--- src/rtl/sfifo_pkg.sv ---
package sfifo_pkg;
  parameter int unsigned WORD_W  = 18;
  parameter int unsigned N_SLOTS = 16;

  typedef enum logic [1:0] {
    LVL_LOW   = 2'b00,
    LVL_EMPTY = 2'b01,
    LVL_HIGH  = 2'b10,
    LVL_FULL  = 2'b11
  } lvl_e;
endpackage

--- src/rtl/sfifo_sync.sv ---
module sfifo_sync #(
  parameter logic RST_VAL = 1'b0
) (
  input  logic clk_i,
  input  logic rst_ni,
  input  logic a_i,
  output logic s_o
);
  logic m_q, s_q;

  always_ff @(posedge clk_i or negedge rst_ni) begin
    if (!rst_ni) begin
      m_q <= RST_VAL;
      s_q <= RST_VAL;
    end else begin
      m_q <= a_i;
      s_q <= m_q;
    end
  end

  assign s_o = s_q;
endmodule

--- src/rtl/sfifo_store.sv ---
module sfifo_store #(
  parameter int unsigned WORD_W  = 18,
  parameter int unsigned N_SLOTS = 16,
  localparam int unsigned PTR_W  = (N_SLOTS > 1) ? $clog2(N_SLOTS) : 1,
  localparam int unsigned CNT_W  = $clog2(N_SLOTS + 1)
) (
  input  logic              clk_i,
  input  logic              rst_ni,
  input  logic              flush_i,
  input  logic              wr_i,
  input  logic              rd_i,
  input  logic [WORD_W-1:0] wdata_i,
  output logic [WORD_W-1:0] head_o,
  output logic [CNT_W-1:0]  cnt_d_o
);
  localparam logic [CNT_W-1:0] FULL_CNT = CNT_W'(N_SLOTS);
  localparam logic [PTR_W-1:0] LAST_PTR = PTR_W'(N_SLOTS - 1);

  logic [WORD_W-1:0] mem_q [N_SLOTS];
  logic [WORD_W-1:0] last_q;
  logic [PTR_W-1:0]  wp_q, rp_q;
  logic [CNT_W-1:0]  cnt_q, cnt_d;
  logic              do_wr, do_rd;

  // full buffer drops the write even when a read frees a slot
  assign do_wr = wr_i && (cnt_q != FULL_CNT);
  assign do_rd = rd_i && (cnt_q != '0);

  always_comb begin
    if (flush_i) cnt_d = '0;
    else         cnt_d = cnt_q + CNT_W'(do_wr) - CNT_W'(do_rd);
  end

  always_ff @(posedge clk_i) begin
    if (do_wr) mem_q[wp_q] <= wdata_i;
  end

  always_ff @(posedge clk_i or negedge rst_ni) begin
    if (!rst_ni) begin
      wp_q   <= '0;
      rp_q   <= '0;
      cnt_q  <= '0;
      last_q <= '0;
    end else if (flush_i) begin
      wp_q   <= '0;
      rp_q   <= '0;
      cnt_q  <= '0;
      last_q <= '0;
    end else begin
      cnt_q <= cnt_d;
      if (do_wr) wp_q <= (wp_q == LAST_PTR) ? '0 : wp_q + 1'b1;
      if (do_rd) begin
        rp_q   <= (rp_q == LAST_PTR) ? '0 : rp_q + 1'b1;
        last_q <= mem_q[rp_q];
      end
    end
  end

  assign head_o  = (cnt_q != '0) ? mem_q[rp_q] : last_q;
  assign cnt_d_o = cnt_d;
endmodule

--- src/rtl/sfifo_level.sv ---
module sfifo_level
  import sfifo_pkg::*;
#(
  parameter int unsigned N_SLOTS = 16,
  localparam int unsigned CNT_W  = $clog2(N_SLOTS + 1)
) (
  input  logic             clk_i,
  input  logic             rst_ni,
  input  logic [CNT_W-1:0] cnt_d_i,
  output logic [1:0]       stat_o
);
  lvl_e lvl_d, lvl_q;

  always_comb begin
    if (cnt_d_i == '0)                          lvl_d = LVL_EMPTY;
    else if (cnt_d_i == CNT_W'(N_SLOTS))        lvl_d = LVL_FULL;
    else if (cnt_d_i >= CNT_W'(N_SLOTS / 2))    lvl_d = LVL_HIGH;
    else                                        lvl_d = LVL_LOW;
  end

  always_ff @(posedge clk_i or negedge rst_ni) begin
    if (!rst_ni) lvl_q <= LVL_EMPTY;
    else         lvl_q <= lvl_d;
  end

  assign stat_o = lvl_q;
endmodule

--- src/rtl/sample_fifo.sv ---
module sample_fifo
  import sfifo_pkg::*;
#(
  parameter int unsigned WORD_W  = sfifo_pkg::WORD_W,
  parameter int unsigned N_SLOTS = sfifo_pkg::N_SLOTS,
  localparam int unsigned CNT_W  = $clog2(N_SLOTS + 1)
) (
  input  logic              clk_i,
  input  logic              rst_ni,
  input  logic              mode_i,
  input  logic              rd_i,
  input  logic              done_i,
  input  logic [WORD_W-1:0] data_i,
  output logic [WORD_W-1:0] data_o,
  output logic [1:0]        stat_o
);
  logic mode_s, rd_lvl, done_lvl;
  logic rd_prev_q, done_prev_q;
  logic rd_evt, wr_evt, flush;
  logic [WORD_W-1:0] head;
  logic [CNT_W-1:0]  cnt_d;

  sfifo_sync #(.RST_VAL(1'b0)) u_sync_mode (.clk_i, .rst_ni, .a_i(mode_i), .s_o(mode_s));
  // read line idles high; reset value avoids a false edge
  sfifo_sync #(.RST_VAL(1'b1)) u_sync_rd   (.clk_i, .rst_ni, .a_i(rd_i),   .s_o(rd_lvl));
  sfifo_sync #(.RST_VAL(1'b0)) u_sync_done (.clk_i, .rst_ni, .a_i(done_i), .s_o(done_lvl));

  always_ff @(posedge clk_i or negedge rst_ni) begin
    if (!rst_ni) begin
      rd_prev_q   <= 1'b1;
      done_prev_q <= 1'b0;
    end else begin
      rd_prev_q   <= rd_lvl;
      done_prev_q <= done_lvl;
    end
  end

  assign rd_evt = mode_s && rd_lvl && !rd_prev_q;
  assign wr_evt = mode_s && done_lvl && !done_prev_q;
  assign flush  = !mode_s && !rd_lvl;

  sfifo_store #(.WORD_W(WORD_W), .N_SLOTS(N_SLOTS)) u_store (
    .clk_i, .rst_ni,
    .flush_i(flush), .wr_i(wr_evt), .rd_i(rd_evt),
    .wdata_i(data_i), .head_o(head), .cnt_d_o(cnt_d)
  );

  sfifo_level #(.N_SLOTS(N_SLOTS)) u_level (
    .clk_i, .rst_ni, .cnt_d_i(cnt_d), .stat_o(stat_o)
  );

  assign data_o = mode_s ? head : data_i;
endmodule

--- config.mk ---
export PLATFORM = sky130hd
export DESIGN_NAME = sample_fifo
export DESIGN_NICKNAME = d
export VERILOG_FILES = /design/src/rtl/sfifo_pkg.sv /design/src/rtl/sfifo_sync.sv /design/src/rtl/sfifo_store.sv /design/src/rtl/sfifo_level.sv /design/src/rtl/sample_fifo.sv
export SDC_FILE = /design/constraint.sdc
export NUM_CORES = 1
export LEC_CHECK = 0
export ABC_AREA = 1
export BUFFER_PORTS_ARGS = -buffer_cell sky130_fd_sc_hd__buf_2
export CORE_AREA = 2 2 162 164
export DETAILED_ROUTE_END_ITERATION = 8
export DIE_AREA = 0 0 164 166
export PLACE_DENSITY = 0.75
export SKIP_LAST_GASP = 1
export SYNTH_ARGS = -nofsm -noshare
export SYNTH_HDL_FRONTEND = slang
export SYNTH_HIERARCHICAL = 1
export SYNTH_SLANG_ARGS = --single-unit
--- constraint.sdc ---
create_clock -name clk_i -period 2.9 [get_ports clk_i]
set_input_delay 0.58 -clock clk_i [delete_from_list [all_inputs] [get_ports clk_i]]
set_output_delay 0.58 -clock clk_i [all_outputs]
set_load 0.05 [all_outputs]
==> metrics.csv, run 1 <==
metric,value,unit
failing checks,negative setup slack,
synth warn,6,
maximum clock path buffer count,3,
Multi-input gate area,0.00378,mm^2
number of top-level pins,43,
gpl congestion,0.924,
initial antenna violation count,0,
hpwl dp,21900,um
P per Cell Area,714,mW/mm^2
die span in x,164,um
Max Fclk,331,MHz
final worst-path cycle share,104,%
RSZ-0062 raised after global routing,yes,
initial core utilization,57.9,%
register area share after synthesis,65.3,%
"Reg clk slew, reported paths",60,ps
total CTS buffers,34,
DRC viols,0,
final hold violation count,0,
Clock Latency Late Sink,520,ps
Final Non-Filler Cells,2006,
Leakage,0.00797,uW
hold slack,62.9,ps
top post-synthesis cells by area,"edfxtp_1, nand2_1, inv_1",
Post-Syn Area,0.0148,mm^2
DR iter-0 viols,1334,
fin. max-slew vios,0,
setup violators final,18,
post-route ant nets,0,
die height,166,um
Worst setup SP type,flop,
Worst Clk Skew,17.8,ps
Post-Route Utilization,67.6,%
crit path DAT,2440,ps
final WL,37200,um
nets,1685,
critical path type,flop to output port,
Yosys top cell by area,edfxtp_1,
"FF+latch count, synth",329,
# fillers,1854,
library cells used by synthesis,28,
Tmin final,3020,ps
dpl cells,1933,
largest net degree at the start of global routing,54,
Die Area,0.0272,mm^2
Area Growth Syn to Fin,16.7,%
CTS tree,yes,
placed cell area,0.0157,mm^2
ant diodes,0,
Least-Margin Pin Slew,619,ps
vias per std cell,5.32,
"Design Area, Final",0.0173,mm^2
HP Class,primary input to asynchronous set/reset pin,
# H-tree levels,2,
layout cells sized above 1,13.4,%
max cap viols,0,
post-DR wirelength/cell,18.6,um
worst-path fanout max,9,
Max-slew headroom,58.7,%
Syn Area/Cell,9.49,um^2
vias in the first global route,10600,
Num Clock Sinks,329,
Critical Path RT,2320,ps
core region area,0.0256,mm^2
critical path capture point type,output port,
status,"finished, violations left",
Syn Nets,1597,
first-pass GRT wire length,57400,um
remaining global-route overflow,0,
GRT Resource Usage Total,27.9,%
peak supply drop,0.000604,V
via count,10700,
final worst slack,-121,ps
first-pass detailed-route iteration total,8,
post-synth top area share,58.3,%
area occupied by registers,0.00968,mm^2
root buffer cell,clkbuf_16,
pre-CTS worst setup slack,216,ps
Std-Cell Rows,59,
post-synthesis cell count,1562,
IO Port Bufs,42,
[critical path, stage by stage (launching register included)]
cell and delay (ps):
dfrtp_4 580, inv_8 130, buf_6 130, buf_16 130
nand2_1 50, nand3_1 60, nand2_1 60, nand2_1 60
nand2_1 50, inv_1 70, nand2_1 90, nand2_1 80
nand2_1 80, nand2_2 80, nand2_2 100, buf_8 170
[placed cells by master, fill, tap and decap left out, types with 11 or more instances in the layout]
master / instances
nand2_1: 599
edfxtp_1: 288
inv_1: 285
nand3_1: 186
buf_4: 50
clkbuf_16: 37
dfrtp_1: 35
buf_2: 24
nand2_2: 20
nor2_2: 18
buf_6: 12
buf_12: 12
ha_1: 11
[Yosys cell counts (all sizes together)]
library cell	instances
or2	1
xor2	1
clkinv	2
o211ai	1
ha	11
xnor2	1
a31oi	1
buf	52
nand4	2
inv	296
nand2	620
dfrtp	37
nand3	187
clkbuf	12
nor3	1
dfstp	4
fa	1
nand3b	1
edfxtp	288
nor2	26
o21bai	1
o21ai	9
a21oi	7
[sequential cells by signal (all words and copies together) (netlist names)]
name	count
u_store/mem_q	288
u_store/cnt_q	5
u_sync_rd/s_o	1
u_level/stat_o	2
u_store/rp_q	4
u_sync_mode/m_q	1
u_sync_mode/s_o	1
done_prev_q	1
u_store/wp_q	4
u_sync_done/s_o	1
u_sync_done/m_q	1
u_store/last_q	18
rd_prev_q	1
u_sync_rd/m_q	1
[power breakdown]
part,internal [uW],total (uW),switching [uW]
Sequential,5300,5380,88.8
Clock,2390,4190,1800
Combinational,996,2780,1790
Total,8680,12400,3670
[layer usage]
metal / vias up / track usage (%) / routed length, um
li1: 5056 / - / -
met1: 4957 / 37.4 / 14500
met2: 560 / 43.8 / 17300
met3: 108 / 5.89 / 3680
met4: 0 / 13.3 / 1780
met5: - / 0 / 0
[metrics by stage]
stage	total power (uW)	TNS, ps
6_report	12400	-1250
5_1_grt	12900	-3390
4_1_cts	12300	-962
3_5_place_dp	7790	0
3_3_place_gp	7750	0
2_1_floorplan	7110	0
[cell families (layout without fill, tap and decap cells)]
group,Yosys count,after routing,synth area share (%)
adders and majority gates,12,12,1.06
buffers and inverters,362,471,9.91
DFF,329,329,65.3
and+or+nand+nor,838,838,22.9
xor gates and xnor gates,2,2,0.118
AOI/OAI and AO/OA,19,19,0.684
[worst paths after layout]
kind,startpoint,end,slack (ps),depth (start not counted)
worst max-delay path,u_store/rp_q[0]$_DFFE_PN0P_,data_o[6],-120,15
worst min-delay path,rst_ni,u_store/last_q[9]$_DFFE_PN0P_,60,1
worst max register to register,u_store/cnt_q[3]$_DFF_PN0_,u_level/stat_o[1]$_DFF_PN0_,180,16
worst min register to register,u_sync_mode/m_q$_DFF_PN0_,u_sync_mode/s_o$_DFF_PN0_,350,0
max in group asynchronous,rst_ni,u_sync_rd/s_o$_DFF_PN1_,2200,2
min in group clk_i,rd_i,u_sync_rd/m_q$_DFF_PN1_,170,1
[timing repair]
item / in CTS / in global routing
gates cloned: 6 / 2
buffers inserted: 9 / 0
pin swaps: 18 / 2
hold buffers: 0 / 0
setup endpoints to repair: 18 / 19
resized for setup: 86 / 7
[cell type report]
type | count | area share, %
multi-input combinational | 871 | 21.8
inverter | 298 | 6.51
timing repair inverter | 1 | 0.0361
tap | 335 | 2.42
sequential | 329 | 55.9
clock buffer | 38 | 5.12
timing repair buffer | 115 | 7.13
clock inverter | 19 | 0.997
Note: power is estimated with default switching activity, not from simulation.
==> run 2, diff against run 1 <==
- CORE_AREA: 2 2 162 164 -> 2 2 171 156
- DIE_AREA: 0 0 164 166 -> 0 0 173 158
==> metrics.csv, run 2 (same netlist as run 1, synthesis figures left out) <==
metric,value,unit,change
Tmin final,3080,ps,+54.8 ps
CP startpoint,u_store/rp_q[0]$_DFFE_PN0P_,,
remaining global-route overflow,0,,unchanged
final worst-path cycle share,106,%,+1.9 points
Top Family by Delay on Critical Path,simple AND/OR/NAND/NOR gates,,
maximum clock path buffer count,3,,unchanged
fin. max-slew vios,0,,unchanged
critical path capture point type,output port,,
Final Non-Filler Cells,2032,,+1.3%
Max-slew headroom,33.4,%,-25 points
initial antenna violation count,1,,+1
CP Cell Sequence,"inv_12, buf_12, buf_12, clkbuf_16, nand2_1, nand3_1, nand2_1, nand2_1, nand2_1, inv_2, nand2_2, nand2_1, nand2_1, nand2_2, nand2_2, buf_8",,
Worst setup SP type,flop,,
pre-CTS worst setup slack,265,ps,+48.9 ps
Hold Buf Count CTS,0,,unchanged
peak supply drop,0.000581,V,-3.8%
HP Class,primary input to asynchronous set/reset pin,,
vias per std cell,5.57,,+4.5%
area occupied by registers,0.00969,mm^2,about the same
max cap viols,0,,unchanged
first-pass GRT wire length,57600,um,+0.35%
crit path buf inv count,6,,+1
root buffer cell,clkbuf_16,,
Worst Clk Skew,22.8,ps,+4.94 ps
Area Growth Syn to Fin,22.3,%,
setup violators final,18,,unchanged
Multi-input gate area,0.00422,mm^2,+12%
worst-path fanout max,6,,-3
"slowest stage cell, crit path",dfrtp_4,,
via count,11300,,+5.9%
Least-Margin Pin Slew,998,ps,+379 ps
die span in x,173,um,+5.5%
Num Clock Sinks,329,,unchanged
Critical Path Most Common Cell,nand2_1,,
GRT Resource Usage Total,27.9,%,-0.045 points
initial core utilization,57.8,%,-0.065 points
failing checks,negative setup slack,,
total CTS buffers,35,,+2.9%
RR Startpoint,u_store/cnt_q[3]$_DFF_PN0_,,
post-DR wirelength/cell,20.0,um,+7.9%
core region area,0.0256,mm^2,+0.11%
layout cells sized above 1,20.3,%,+6.9 points
P per Cell Area,720,mW/mm^2,+0.88%
IO Port Bufs,42,,unchanged
final WL,40700,um,+9.3%
# H-tree levels,2,,unchanged
Regs by FF count,"u_store/mem_q: 288 flops, u_store/last_q: 18 flops, u_store/cnt_q: 5 flops",,
Leakage,0.00830,uW,+4.2%
Largest Register,u_store/mem_q,,
Max Fclk,325,MHz,-1.8%
DRC viols,0,,unchanged
crit path DAT,2500,ps,+60 ps
Clock Latency Late Sink,520,ps,about the same
Die Area,0.0273,mm^2,+0.40%
nets,1698,,+0.77%
ant diodes,0,,unchanged
# fillers,1711,,-7.7%
R2R setup slack,210,ps,+30 ps
CTS tree,yes,,
hold slack,107,ps,+43.7 ps
RSZ-0062 raised after global routing,yes,,
vias in the first global route,10400,,-1.3%
largest net degree at the start of global routing,54,,unchanged
most frequent cells in the layout,"nand2_1, edfxtp_1, inv_1, nand3_1, nand2_2",,
critical path type,flop to output port,,
die height,158,um,-4.8%
number of top-level pins,43,,unchanged
final hold violation count,0,,unchanged
Largest register FFs,288,,unchanged
Critical Path RT,2320,ps,about the same
first-pass detailed-route iteration total,6,,-2
post-route ant nets,0,,unchanged
final worst slack,-175,ps,-54.8 ps
"Reg clk slew, reported paths",60,ps,about the same
"commonest non-fill, non-tap cell in the layout",nand2_1,,
DR iter-0 viols,1562,,+17%
dpl cells,1937,,+0.21%
status,"finished, violations left",,
Std-Cell Rows,56,,-5.1%
gpl congestion,0.834,,-9.8%
hpwl dp,21200,um,-3.0%
crit-path max cell delay,530,ps,-50 ps
==> run 2: cell count changes in the layout (fill, tap and decap cells not counted), moves of 4 or more <==
cell,before,now
inv_2,10,19
clkinvlp_4,4,0
clkbuf_16,37,44
nand2_4,1,11
clkbuf_1,3,14
clkinv_2,5,1
nand2_1,599,548
inv_1,285,276
nand3_2,1,53
nand3_1,186,134
nand2_2,20,61
buf_16,7,11
==> run 2: layer usage <==
metal  wire length, um  global-route usage, %  up-vias
met3              4200                   3.99      123
met1             15300                   37.5     5392
met2             19500                   45.7      695
met5                12                      0        -
met4              1740                   12.8        2
li1                  -                      -     5099
==> run 2: worst paths after layout <==
| path | endpoint | cells past startpoint |
|---|---|---|
| hold / removal | u_store/last_q[4]$_DFFE_PN0P_ | 1 |
| min in group clk_i | u_sync_rd/m_q$_DFF_PN1_ | 1 |
| hold reg to reg | u_sync_done/s_o$_DFF_PN0_ | 0 |
| max in group asynchronous | u_level/stat_o[0]$_DFF_PN1_ | 2 |
| setup reg to reg | u_level/stat_o[1]$_DFF_PN0_ | 16 |
| setup / recovery | data_o[2] | 16 |
==> run 2: where the power goes <==
group	leakage, uW	internal [uW]	switching, uW
clock network	0.000535	2650	1760
logic	0.00466	1270	2000
registers	0.00311	5300	89.4
==> run 2: area by class of cell <==
cell class	count	area share, %
sequential	329	53.4
multi-input combinational	871	23.3
timing repair buffer	128	8.59
inverter	298	6.24
clock buffer	53	5.55
tap	348	2.40
clock inverter	5	0.545
==> run 2: metrics by stage <==
stage	instance area, um^2	power [uW]	util (%)	TNS [ps]
2_1_floorplan	14800	7110	-	0
3_3_place_gp	15600	7640	61.0	0
3_5_place_dp	15600	7720	61.0	0
4_1_cts	17300	12500	67.5	-64.3
5_1_grt	18100	13500	70.7	-3330
6_report	18100	13100	70.7	-1540
==> run 2: what timing repair did <==
item	4_1_cts	5_1_grt
resized for setup	82	137
pin swaps	22	92
setup buffers	8	14
cloned	9	8
setup endpoints to repair	18	19
